==> src/rtl/sio_pkg.sv <==
package sio_pkg;

    typedef struct packed {
        logic nb8;    // 8 data bits when set, else 7
        logic par;    // parity bit present
        logic odd;    // odd parity when set
        logic stop2;  // two stop bits when set
    } fmt_t;

    typedef enum logic [1:0] {RX_IDLE, RX_START, RX_DATA} rx_st_e;

    localparam logic [1:0] DIV_RESET = 2'd3;

    function automatic fmt_t fmt_decode(input logic [2:0] code);
        fmt_t f;
        f.nb8   = code[2];
        f.par   = !code[2] || code[1];
        f.odd   = code[0];
        f.stop2 = code[2] ? (code[1:0] == 2'b00) : !code[1];
        return f;
    endfunction

endpackage

==> src/rtl/sio_tx.sv <==
module sio_tx import sio_pkg::*; #(
    parameter int DIV_A = 16,
    parameter int DIV_B = 64,
    parameter int CW    = 6
) (
    input  logic       clk,
    input  logic       rst_n,
    input  logic       clr,
    input  logic       tick,
    input  logic [1:0] div,
    input  fmt_t       fmt,
    input  logic       load,
    input  logic [7:0] ld_data,
    output logic       busy,
    output logic       line
);
    typedef struct packed {
        logic [11:0]   sh;
        logic [3:0]    left;
        logic [CW-1:0] cnt;
    } tx_st_t;

    tx_st_t q, d;
    logic [CW-1:0] per;
    logic [3:0]    nbits;
    logic [11:0]   frame;
    logic          pbit;

    always_comb begin
        case (div)
            2'd1:    per = CW'(DIV_A - 1);
            2'd2:    per = CW'(DIV_B - 1);
            default: per = '0;
        endcase
    end

    always_comb begin
        nbits = fmt.nb8 ? 4'd8 : 4'd7;
        pbit  = ^(ld_data & (fmt.nb8 ? 8'hFF : 8'h7F)) ^ fmt.odd;
        frame = '1;
        frame[0] = 1'b0;
        for (int i = 0; i < 8; i++)
            if (i < int'(nbits)) frame[i+1] = ld_data[i];
        if (fmt.par) frame[nbits+4'd1] = pbit;
    end

    always_comb begin
        d = q;
        if (clr) begin
            d.sh   = '1;
            d.left = '0;
            d.cnt  = '0;
        end else if (load) begin
            d.sh   = frame;
            d.left = 4'd1 + nbits + {3'b0, fmt.par} + (fmt.stop2 ? 4'd2 : 4'd1);
            d.cnt  = per;
        end else if (tick && q.left != '0) begin
            if (q.cnt == '0) begin
                d.sh   = {1'b1, q.sh[11:1]};
                d.left = q.left - 4'd1;
                d.cnt  = per;
            end else begin
                d.cnt = q.cnt - 1'b1;
            end
        end
    end

    always_ff @(posedge clk or negedge rst_n) begin
        if (!rst_n) q <= '{sh: '1, left: '0, cnt: '0};
        else        q <= d;
    end

    assign busy = (q.left != '0);
    assign line = busy ? q.sh[0] : 1'b1;


    left_max_chk: assert property (@(posedge clk) disable iff (!rst_n)
        q.left <= 4'd11);

endmodule

==> src/rtl/sio_rx.sv <==
module sio_rx import sio_pkg::*; #(
    parameter int DIV_A = 16,
    parameter int DIV_B = 64,
    parameter int CW    = 6
) (
    input  logic       clk,
    input  logic       rst_n,
    input  logic       clr,
    input  logic       tick,
    input  logic [1:0] div,
    input  fmt_t       fmt,
    input  logic       rxd,
    output logic       done,
    output logic [7:0] dout,
    output logic       perr,
    output logic       ferr
);
    typedef struct packed {
        rx_st_e        st;
        logic [CW-1:0] cnt;
        logic [3:0]    idx;
        logic [7:0]    sh;
        logic          pbit;
        logic          done;
        logic [7:0]    dout;
        logic          perr;
        logic          ferr;
    } rx_st_t;

    localparam rx_st_t RX_RST = '{st: RX_IDLE, cnt: '0, idx: '0, sh: '0,
                                  pbit: 1'b0, done: 1'b0, dout: '0,
                                  perr: 1'b0, ferr: 1'b0};

    rx_st_t q, d;
    logic [CW-1:0] per, half;
    logic [3:0]    nbits;
    logic [7:0]    word;

    always_comb begin
        case (div)
            2'd1:    begin per = CW'(DIV_A - 1); half = CW'(DIV_A / 2 - 1); end
            2'd2:    begin per = CW'(DIV_B - 1); half = CW'(DIV_B / 2 - 1); end
            default: begin per = '0;             half = '0;                 end
        endcase
    end

    assign nbits = fmt.nb8 ? 4'd8 : 4'd7;
    assign word  = fmt.nb8 ? q.sh : {1'b0, q.sh[7:1]};

    always_comb begin
        d = q;
        d.done = 1'b0;
        if (clr) begin
            d = RX_RST;
        end else if (tick) begin
            case (q.st)
                RX_IDLE: if (!rxd) begin
                    d.idx = '0;
                    if (div == 2'd0) begin d.st = RX_DATA;  d.cnt = '0;   end
                    else             begin d.st = RX_START; d.cnt = half; end
                end
                RX_START: begin
                    if (q.cnt != '0)  d.cnt = q.cnt - 1'b1;
                    else if (!rxd) begin d.st = RX_DATA; d.cnt = per; end
                    else              d.st = RX_IDLE;
                end
                default: begin
                    if (q.cnt != '0) begin
                        d.cnt = q.cnt - 1'b1;
                    end else begin
                        d.cnt = per;
                        d.idx = q.idx + 4'd1;
                        if (q.idx < nbits) begin
                            d.sh = {rxd, q.sh[7:1]};
                        end else if (fmt.par && q.idx == nbits) begin
                            d.pbit = rxd;
                        end else begin
                            d.st   = RX_IDLE;
                            d.done = 1'b1;
                            d.dout = word;
                            d.ferr = !rxd;
                            d.perr = fmt.par && ((^word ^ q.pbit) != fmt.odd);
                        end
                    end
                end
            endcase
        end
    end

    always_ff @(posedge clk or negedge rst_n) begin
        if (!rst_n) q <= RX_RST;
        else        q <= d;
    end

    assign done = q.done;
    assign dout = q.dout;
    assign perr = q.perr;
    assign ferr = q.ferr;


    idx_range_chk: assert property (@(posedge clk) disable iff (!rst_n)
        q.idx <= 4'd10);

endmodule

==> src/rtl/sio_port.sv <==
module sio_port import sio_pkg::*; #(
    parameter int DIV_A = 16,
    parameter int DIV_B = 64
) (
    input  logic       clk,
    input  logic       rst_n,
    input  logic       sel,
    input  logic       reg_sel,
    input  logic       wr_en,
    input  logic       rd_en,
    input  logic [7:0] wdata,
    output logic [7:0] rdata,
    output logic       irq,
    input  logic       ser_tick,
    output logic       txd,
    input  logic       rxd,
    output logic       rts_out,
    input  logic       cts_in,
    input  logic       cd_in
);
    localparam int CW = $clog2(DIV_B);

    typedef struct packed {
        logic [7:0] ctrl;
        logic [7:0] hold;
        logic [7:0] rbuf;
        logic       rx_full;
        logic       tx_empty;
        logic       ovr;
        logic       fe;
        logic       pe;
    } port_st_t;

    port_st_t   q, d;
    logic       mreset, data_wr, ctrl_wr, data_rd, ld;
    logic       tx_busy, tx_line, rx_done, rx_pe, rx_fe;
    logic [7:0] rx_byte, status;
    logic [1:0] tc;
    fmt_t       fmt;

    assign mreset  = (q.ctrl[1:0] == DIV_RESET);
    assign fmt     = fmt_decode(q.ctrl[4:2]);
    assign tc      = q.ctrl[6:5];
    assign ctrl_wr = sel && wr_en && !reg_sel;
    assign data_wr = sel && wr_en && reg_sel;
    assign data_rd = sel && rd_en && reg_sel;
    assign ld      = !q.tx_empty && !tx_busy && !mreset;

    sio_tx #(.DIV_A(DIV_A), .DIV_B(DIV_B), .CW(CW)) u_tx (
        .clk(clk), .rst_n(rst_n), .clr(mreset), .tick(ser_tick),
        .div(q.ctrl[1:0]), .fmt(fmt), .load(ld), .ld_data(q.hold),
        .busy(tx_busy), .line(tx_line));

    sio_rx #(.DIV_A(DIV_A), .DIV_B(DIV_B), .CW(CW)) u_rx (
        .clk(clk), .rst_n(rst_n), .clr(mreset), .tick(ser_tick),
        .div(q.ctrl[1:0]), .fmt(fmt), .rxd(rxd), .done(rx_done),
        .dout(rx_byte), .perr(rx_pe), .ferr(rx_fe));

    always_comb begin
        d = q;
        if (ld) d.tx_empty = 1'b1;
        if (ctrl_wr) d.ctrl = wdata;
        if (data_wr && !mreset) begin
            d.hold     = wdata;
            d.tx_empty = 1'b0;
        end
        if (data_rd) begin
            d.rx_full = 1'b0;
            d.ovr     = 1'b0;
            d.fe      = 1'b0;
            d.pe      = 1'b0;
        end
        if (rx_done) begin
            if (q.rx_full && !data_rd) begin
                d.ovr = 1'b1;
            end else begin
                d.rbuf    = rx_byte;
                d.rx_full = 1'b1;
                d.fe      = rx_fe;
                d.pe      = rx_pe;
            end
        end
        if (mreset) begin
            d.rx_full  = 1'b0;
            d.ovr      = 1'b0;
            d.fe       = 1'b0;
            d.pe       = 1'b0;
            d.tx_empty = 1'b1;
        end
    end

    always_ff @(posedge clk or negedge rst_n) begin
        if (!rst_n) q <= '{ctrl: 8'h03, hold: '0, rbuf: '0, rx_full: 1'b0,
                           tx_empty: 1'b1, ovr: 1'b0, fe: 1'b0, pe: 1'b0};
        else        q <= d;
    end

    assign irq     = (q.ctrl[7] && (q.rx_full || q.ovr)) || (tc == 2'd1 && q.tx_empty);
    assign status  = {irq, q.pe, q.ovr, q.fe, cts_in, cd_in, q.tx_empty, q.rx_full};
    assign rdata   = (sel && rd_en) ? (reg_sel ? q.rbuf : status) : 8'h00;
    assign rts_out = (tc == 2'd2);
    assign txd     = (tc == 2'd3) ? 1'b0 : tx_line;


    ovr_needs_full_chk: assert property (@(posedge clk) disable iff (!rst_n)
        $rose(q.ovr) |-> $past(q.rx_full));


    wr_clears_empty_chk: assert property (@(posedge clk) disable iff (!rst_n)
        (data_wr && !mreset) |=> !q.tx_empty);


    rd_clears_full_chk: assert property (@(posedge clk) disable iff (!rst_n)
        (data_rd && !rx_done) |=> !q.rx_full);


    mrst_quiet_chk: assert property (@(posedge clk) disable iff (!rst_n)
        mreset |=> (q.tx_empty && !q.rx_full && !q.ovr && !tx_busy));

endmodule

==> config.mk <==
export PLATFORM = sky130hd
export DESIGN_NAME = sio_port
export DESIGN_NICKNAME = d
export VERILOG_FILES = /design/src/rtl/sio_pkg.sv /design/src/rtl/sio_tx.sv /design/src/rtl/sio_rx.sv /design/src/rtl/sio_port.sv
export SDC_FILE = /design/constraint.sdc
export NUM_CORES = 1
export LEC_CHECK = 0
export BUFFER_PORTS_ARGS = -buffer_cell sky130_fd_sc_hd__buf_2
export CAP_MARGIN = 20
export CORE_MARGIN = 2
export CORE_UTILIZATION = 35
export CTS_CLUSTER_SIZE = 25
export DETAILED_ROUTE_END_ITERATION = 8
export PLACE_DENSITY = 0.53
export SLEW_MARGIN = 10
export SYNTH_ARGS = -nofsm -noshare
export SYNTH_HDL_FRONTEND = slang
export SYNTH_SLANG_ARGS = --single-unit
==> constraint.sdc <==
create_clock -name clk -period 5.05 [get_ports clk]
set_input_delay 1.2625 -clock clk [delete_from_list [all_inputs] [get_ports clk]]
set_output_delay 1.2625 -clock clk [all_outputs]
set_load 0.05 [all_outputs]
==> results of run 1 <==
## power by group through the flow
stage                     Clock (uW)  Combinational [uW]  Sequential [uW]
after CTS                        739                 900              931
after detailed placement           0                 897              940
after global placement             0                 883              939
after global routing             765                1010              951
after floorplan                    0                 744              892
final                            719                 895              933
## cells by family after synthesis
logic type / count (synthesis) / share of synthesized area (%)
AO/OA/AOI/OAI: 105 / 16.5
XOR/XNOR: 19 / 3.75
adder cells (fa/ha/maj): 16 / 4.68
buffers and inverters: 36 / 3.30
flip-flops: 81 / 46.1
multiplexers: 41 / 9.95
AND/OR/NAND/NOR: 134 / 15.8
## layout make-up
type | count | area share, %
clock buffer | 9 | 4.43
sequential | 81 | 40.2
tap | 172 | 4.23
clock inverter | 7 | 1.94
inverter | 21 | 1.55
timing repair buffer | 31 | 3.49
multi-input combinational | 315 | 44.2
## worst paths after layout
| check | end | depth (start not counted) | slack [ps] | start |
|---|---|---|---|---|
| worst min register to register | u_rx.dout[0] | 1 | 480 | u_rx.dout[0] |
| worst min-delay path | u_rx.dout[0] | 1 | 480 | u_rx.dout[0] |
| min in group asynchronous | q[10] | 1 | 900 | rst_n |
| worst max register to register | u_rx.q[31] | 7 | 1980 | fmt[3] |
| worst max-delay path | txd | 6 | 1580 | u_tx.q[6] |
| max in group asynchronous | u_rx.q[20] | 2 | 3530 | rst_n |
## synth_stat cells (2+ instances only)
cell type | count | area, sq um
or2_2 | 5 | 31.3
a221o_1 | 3 | 30.0
nand3b_1 | 4 | 30.0
o21a_1 | 2 | 15.0
mux2_2 | 25 | 282
o31a_1 | 2 | 17.5
nand3_1 | 4 | 20.0
nor3b_1 | 2 | 15.0
nor2_1 | 36 | 135
o22ai_1 | 2 | 12.5
dfrtp_1 | 68 | 1700
nand2_1 | 42 | 158
a22o_1 | 9 | 78.8
o2bb2ai_1 | 8 | 70.1
inv_1 | 21 | 78.8
nand2b_1 | 3 | 18.8
dfstp_2 | 13 | 342
nor2b_1 | 3 | 18.8
o21bai_1 | 3 | 22.5
o211ai_1 | 2 | 15.0
a31oi_1 | 10 | 62.6
xnor2_1 | 16 | 140
xor2_1 | 3 | 26.3
ha_1 | 15 | 188
or2_1 | 2 | 12.5
nor4_1 | 4 | 25.0
a21oi_1 | 25 | 125
o21ai_0 | 12 | 60.1
buf_1 | 2 | 7.51
mux2i_1 | 16 | 160
clkbuf_1 | 9 | 33.8
buf_2 | 3 | 15.0
o21ai_1 | 6 | 30.0
a21boi_0 | 2 | 15.0
a32o_1 | 2 | 20.0
a211oi_1 | 3 | 22.5
o221ai_1 | 2 | 17.5
a41oi_1 | 2 | 17.5
a21o_1 | 2 | 15.0
nor4_4 | 2 | 42.5
nor3_1 | 11 | 55.1
nand4_1 | 3 | 18.8
## sequential cells by signal, summed over array words and instances, names as in the netlist
name	cells
q	27
u_rx.q	21
u_tx.q	20
u_rx.dout	8
fmt	2
u_rx.done	1
u_rx.ferr	1
u_rx.perr	1
## layer usage
layer  GRT usage (%)  vias up  share of wire, %  wire, microns
li1                -     1620                 -              -
met1            21.7     1609                49           4730
met2            24.3       47                46           4490
met3            4.05       14               3.5            340
met4            5.65        0               1.5            141
met5               0        -                 0              0
## worst reg2reg max path, cell delays in order (launching register included)
cell	delay [ps]
dfrtp_1	790
inv_1	310
ha_1	380
nand2_1	60
nor3_1	310
a21oi_1	140
a31oi_1	800
o21a_1	220
## metrics by stage
step	power, uW	utilization, %	instances
floorplan	1640	-	432
global placement	1820	37.9	619
detailed placement	1840	37.9	619
CTS	2570	40.5	635
global route	2730	40.6	636
finish	2550	40.6	636
## cells in the final DEF (no fill, tap or decap), types with 8 or more instances in the layout
cell type   n
nand2_1    42
inv_1      21
a22o_1      9
nor3_1     11
dfrtp_1    68
xnor2_1    16
buf_2      27
mux2i_1    16
o2bb2ai_1   8
a31oi_1    10
a21oi_1    25
dfstp_2    13
mux2_2     25
o21ai_0    12
clkbuf_16   9
nor2_1     36
ha_1       15
==> reports/summary.txt, run 1 <==
RUN STATUS
-----------------------------------------------------------------------------------------------
Run status                                                                         finished clean

DIE
-----------------------------------------------------------------------------------------------
Floorplan core area                                                                0.0125 sq mm
Chip Height                                                                         117 microns
Die width                                                                           117 microns
Starting density of the core                                                              35.4%
Die Outline Area                                                                   0.0136 sq mm
Number of rows in the core area                                                              41
Ports placed on the boundary                                                                 29

WORST SETUP PATH
-----------------------------------------------------------------------------------------------
Kind of cell with the highest combined delay on the critical path                  simple AND/OR/NAND/NOR gates
Endpoint kind of the worst setup timing path                                        output port
Category of the most critical setup path                                                reg2out
Sum of buffers and inverters on the critical path                                             2
Startpoint class of the critical path                                                 flip-flop
Maximum fanout along the worst path                                                           4
CP Cell Sequence                                                                   inv_1 -> ha_1 -> nor3b_1 -> nor2_1 -> a21oi_1 -> buf_2
Worst path required time                                                                3790 ps
Slowest cell on the critical path                                                       nor3b_1
Arrival time at the worst endpoint                                                      2210 ps
Delay of the slowest critical-path stage                                                 560 ps

TIMING
-----------------------------------------------------------------------------------------------
Worst slack on hold paths                                                                484 ps
Fin worst setup slack                                                                   1580 ps
Final critical-path share of the clock period                                             68.7%
Worst Clk Skew                                                                          11.9 ps
Measured slew at the worst slew-check pin                                               1020 ps
Final TNS setup                                                                            0 ps
Number of max-slew violations in the final report                                             0
Fmax achieved                                                                           288 MHz
Min Tclk post-route                                                                     3470 ps
RSZ-0062 raised after global routing                                                         no
Max transition margin                                                                     31.5%
Setup-failing EPs final                                                                       0
Hold Violations, Final                                                                        0

CTS
-----------------------------------------------------------------------------------------------
Number of buffers inserted for hold repair after clock tree synthesis                         0
Clock input transition at the sequential cells of the worst setup and hold paths          60 ps
Maximum count of clock buffers along a single path                                            2
Number of instances resized during post-cts repair                                            0
TritonCTS clock tree                                                                      built
Post-CTS Setup Bufs                                                                           0
Clock root buffer                                                                     clkbuf_16
Clock latency on the worst-skew pair                                                     360 ps
Num Clock Sinks                                                                              81
Num CTS Buffers                                                                               9
H-Tree Level Count                                                                            3

SYNTHESIS
-----------------------------------------------------------------------------------------------
Combined area of all synthesized cells                                             0.00444 sq mm
Count of unique library cells instantiated by Yosys                                          65
Warnings, synthesis                                                                           0
Synthesized area per cell                                                            10.3 sq um
Cell count after synthesis                                                                  432
Part of the Yosys area used for sequential elements                                       46.1%
Number of synthesized flops with an enable pin                                                0
Number of flip-flops and latches in the synthesized netlist                                  81
Top flip-flop cell by instance count after synthesis                                    dfrtp_1
Post-synthesis async set-or-reset flop share                                               100%
Net Count, Synth                                                                            466

PLACED DESIGN
-----------------------------------------------------------------------------------------------
Cell Area, Placed                                                                  0.00474 sq mm
Worst slack at placement                                                                1770 ps
Total of buffers placed on input and output ports                                            28
Dpl hpwl                                                                                6.83 mm
GPL Wtd Cong                                                                              0.803

POWER AND IR DROP
-----------------------------------------------------------------------------------------------
Fraction of power spent switching nets                                                    36.6%
Power Density                                                                       501 mW/mm^2
Cell-internal power                                                                     1610 uW
Switching power                                                                          933 uW
Power share of the clock group                                                            28.2%
P_leak                                                                               0.00225 uW
Max rail drop VDD                                                                    0.000195 V
Combinational cell fraction of total power                                                35.2%
Sequential cell fraction of total power                                                   36.6%

FINISH
-----------------------------------------------------------------------------------------------
Net count, final                                                                            493
Sequential cell area                                                               0.00204 sq mm
Share of cells above drive strength 1                                                     22.0%
Post-Layout Inst Area                                                              0.00509 sq mm
Total inserted antenna cells                                                                  0
Area of combinational cells with multiple inputs                                   0.00225 sq mm
Fillers                                                                                    1241
Synth-to-layout area growth                                                               14.6%

MIN PATH
-----------------------------------------------------------------------------------------------
Worst hold path class                                                                   reg2reg

ROUTING
-----------------------------------------------------------------------------------------------
Number of iterations in the first detailed-routing pass                                       5
Drt total wl                                                                            9.70 mm
Iteration-0 DRC Markers                                                                     126
Residual DRC count                                                                            0
Via count normalized by instance count                                                     5.17
Final routed wire length divided by cell count                                     15.3 microns
Antenna Violating Nets Remaining                                                              0
Vias post-DR                                                                               3290

GRT
-----------------------------------------------------------------------------------------------
Largest net degree at the start of global routing                                            82
Global routing usage summed across all routing layers                                     15.8%
Number of antenna violations at the first check in global routing                             0
Congestion Overflow GR                                                                        0
Vias in the first global route                                                             3297
First-pass GRT wire length                                                              16.5 mm

FLOW RUN
-----------------------------------------------------------------------------------------------
Max-cap violations                                                                            0

No activity file was read; power rests on OpenSTA's default activity.
==> run 2, diff against run 1 <==
--- a/config.mk
+++ b/config.mk
@@ -11,7 +11,7 @@
 export CORE_UTILIZATION = 35
 export CTS_CLUSTER_SIZE = 25
 export DETAILED_ROUTE_END_ITERATION = 8
-export PLACE_DENSITY = 0.53
+export PLACE_DENSITY = 0.55
 export SLEW_MARGIN = 10
 export SYNTH_ARGS = -nofsm -noshare
 export SYNTH_HDL_FRONTEND = slang
==> constraint.sdc (replaced) <==
create_clock -name clk -period 3.06 [get_ports clk]
set_input_delay 0.765 -clock clk [delete_from_list [all_inputs] [get_ports clk]]
set_output_delay 0.765 -clock clk [all_outputs]
set_load 0.05 [all_outputs]
==> run 2 against run 1 <==
Compared with the run above: first-iteration DRC count is 24% lower; die area unchanged; via count rose by 0.73%; largest cell class unchanged; worst setup slack worse by 1100 ps; non-clock buffer count grew 7; design area increased by 1.9%; clock-buffer cell count is the same; sequential power rose by 64%; critical path depth grew 1.
==> reports/summary.txt, run 2 (synthesized netlist as in run 1, its figures left out) <==
RUN STATUS
-----------------------------------------------------------------------------------------------
Run status                                                                         finished clean   unchanged

CTS
-----------------------------------------------------------------------------------------------
TritonCTS clock tree                                                                      built   unchanged
Clock input transition at the sequential cells of the worst setup and hold paths          60 ps   about the same
Number of buffers inserted for hold repair after clock tree synthesis                         0   unchanged
Post-CTS Setup Bufs                                                                           0   unchanged
Num CTS Buffers                                                                               9   unchanged
Number of instances resized during post-cts repair                                            0   unchanged
Num Clock Sinks                                                                              81   unchanged
Clock latency on the worst-skew pair                                                     340 ps   was 360 ps
Clock root buffer                                                                     clkbuf_16   unchanged
Maximum count of clock buffers along a single path                                            2   unchanged
H-Tree Level Count                                                                            3   unchanged

WORST SETUP PATH
-----------------------------------------------------------------------------------------------
Arrival time at the worst endpoint                                                      1840 ps   was 2210 ps
Endpoint kind of the worst setup timing path                                        output port   unchanged
Maximum fanout along the worst path                                                           4   unchanged
Crit Reg-Reg Endpoint                                                                u_rx.q[19]   was u_rx.q[31]
Category of the most critical setup path                                                reg2out   unchanged
Launch point of the worst reg-to-reg path                                                fmt[3]   unchanged
Slack of the worst reg-to-reg path                                                       690 ps   was 1980 ps
R2R cell count                                                                                6   was 7
Crit. Startpoint                                                                      u_tx.q[6]   unchanged
Worst path required time                                                                2290 ps   was 3790 ps
Startpoint class of the critical path                                                 flip-flop   unchanged

TIMING
-----------------------------------------------------------------------------------------------
Setup-failing EPs final                                                                       0   unchanged
RSZ-0062 raised after global routing                                                         no   unchanged
Min Tclk post-route                                                                     2610 ps
Final critical-path share of the clock period                                             85.2%
Fmax achieved                                                                           384 MHz
Final TNS setup                                                                            0 ps   unchanged
Hold Violations, Final                                                                        0   unchanged
Number of max-slew violations in the final report                                             0   unchanged
Max transition margin                                                                     44.6%   was 31.5%
Fin worst setup slack                                                                    453 ps   was 1580 ps
Worst Clk Skew                                                                          4.78 ps   was 11.9 ps
Measured slew at the worst slew-check pin                                                820 ps   was 1020 ps

FINISH
-----------------------------------------------------------------------------------------------
Biggest regs                                                                       q: 27 flops, u_rx.q: 21 flops, u_tx.q: 20 flops   unchanged
Share of cells above drive strength 1                                                     23.1%   was 22.0%
Core utilization of the finished layout                                                   41.4%   was 40.6%
Net count, final                                                                            500   was 493
Fillers                                                                                    1232   was 1241
Synth-to-layout area growth                                                               16.8%   was 14.6%
Most common cell after layout, fill and taps aside                                      dfrtp_1   unchanged
Flip-flop count of the largest register after layout                                         27   unchanged
Register containing the most flip-flops in the final layout                                   q   unchanged
Top library cells by usage in the layout, fill and taps aside                      68 x dfrtp_1, 42 x nand2_1, 36 x nor2_1   unchanged
Total inserted antenna cells                                                                  0   unchanged

DIE
-----------------------------------------------------------------------------------------------
Die width                                                                           117 microns   unchanged
Ports placed on the boundary                                                                 29   unchanged
Die Outline Area                                                                   0.0136 sq mm   unchanged
Chip Height                                                                         117 microns   unchanged
Number of rows in the core area                                                              41   unchanged
Starting density of the core                                                              35.4%   unchanged
Floorplan core area                                                                0.0125 sq mm   unchanged

ROUTING
-----------------------------------------------------------------------------------------------
Via count normalized by instance count                                                     5.15   was 5.17
Residual DRC count                                                                            0   unchanged
Iteration-0 DRC Markers                                                                      96   was 126
Number of iterations in the first detailed-routing pass                                       4   was 5
Vias post-DR                                                                               3314   was 3290
Antenna Violating Nets Remaining                                                              0   unchanged
Final routed wire length divided by cell count                                     15.6 microns   was 15.3 microns
Drt total wl                                                                            10.0 mm   was 9.70 mm

POWER AND IR DROP
-----------------------------------------------------------------------------------------------
Power Density                                                                       849 mW/mm^2   was 501 mW/mm^2
P_leak                                                                               0.00231 uW   was 0.00225 uW
Max rail drop VDD                                                                    0.000316 V   was 0.000195 V

PLACED DESIGN
-----------------------------------------------------------------------------------------------
Dpl hpwl                                                                                7.25 mm   was 6.83 mm
GPL Wtd Cong                                                                              0.802   was 0.803
Worst slack at placement                                                                 690 ps   was 1770 ps
Total of buffers placed on input and output ports                                            28   unchanged

GRT
-----------------------------------------------------------------------------------------------
Global routing met1 resource utilization                                                  21.8%   was 21.7%
Global routing usage summed across all routing layers                                     16.4%   was 15.8%
Met2 Resource Use GR                                                                      26.2%   was 24.3%
First-pass GRT wire length                                                              17.2 mm   was 16.5 mm
Vias in the first global route                                                             3301   was 3297
Layer carrying the most global-route usage                                                 met2   unchanged
Congestion Overflow GR                                                                        0   unchanged
Largest net degree at the start of global routing                                            50   was 82
Met3 global-route usage                                                                   3.79%   was 4.05%
Number of antenna violations at the first check in global routing                             0   unchanged

MIN PATH
-----------------------------------------------------------------------------------------------
Worst hold path class                                                                  in2async   was reg2reg

FLOW RUN
-----------------------------------------------------------------------------------------------
Max-cap violations                                                                            0   unchanged

## run 2: routing by layer
metal,part of all wire [%],up-vias
li1,-,1625
met1,48,1632
met2,48,48
met3,2.9,9
met4,1.1,0
met5,0,-
## run 2: through the flow
stage               area (sq um)  cells  hold WS, ps  power [uW]
floorplan                   4440    432          451        2700
global placement            4810    627          482        3060
detailed placement          4810    627          472        3080
CTS                         5180    643          373        4430
global route                5180    643          382        4700
finish                      5180    643          364        4400
## run 2: worst max path at each step
| stage | slack, ps | depth (start not counted) | to |
|---|---|---|---|
| after floorplan | 360 | 5 | txd |
| after global placement | 710 | 4 | rdata[4] |
| after detailed placement | 690 | 6 | u_rx.q[19] |
| after CTS | 440 | 7 | txd |
| after global routing | 310 | 7 | txd |
| final | 450 | 7 | txd |
## run 2: final cells by class
| class | instances | area (sq um) | share of cell area (%) |
|---|---|---|---|
| Tap cell | 172 | 215 | 4.15 |
| Multi-Input combinational cell | 315 | 2250 | 43.4 |
| Inverter | 21 | 78.8 | 1.52 |
| Clock inverter | 7 | 141 | 2.73 |
| Sequential cell | 81 | 2040 | 39.4 |
| Timing Repair Buffer | 38 | 230 | 4.44 |
| Clock buffer | 9 | 225 | 4.35 |
## run 2: report_power, final
| part | total (uW) | internal [uW] | switching, uW |
|---|---|---|---|
| sequential | 1530 | 1310 | 224 |
| combinational | 1540 | 666 | 872 |
| clock | 1330 | 881 | 451 |
| total | 4400 | 2850 | 1550 |
## run 2: critical path, stage by stage (launching register included)
cell,delay [ps]
dfrtp_1,380
inv_1,120
ha_1,180
nor3b_1,180
buf_4,170
nor2_1,80
a21oi_1,110
buf_2,270
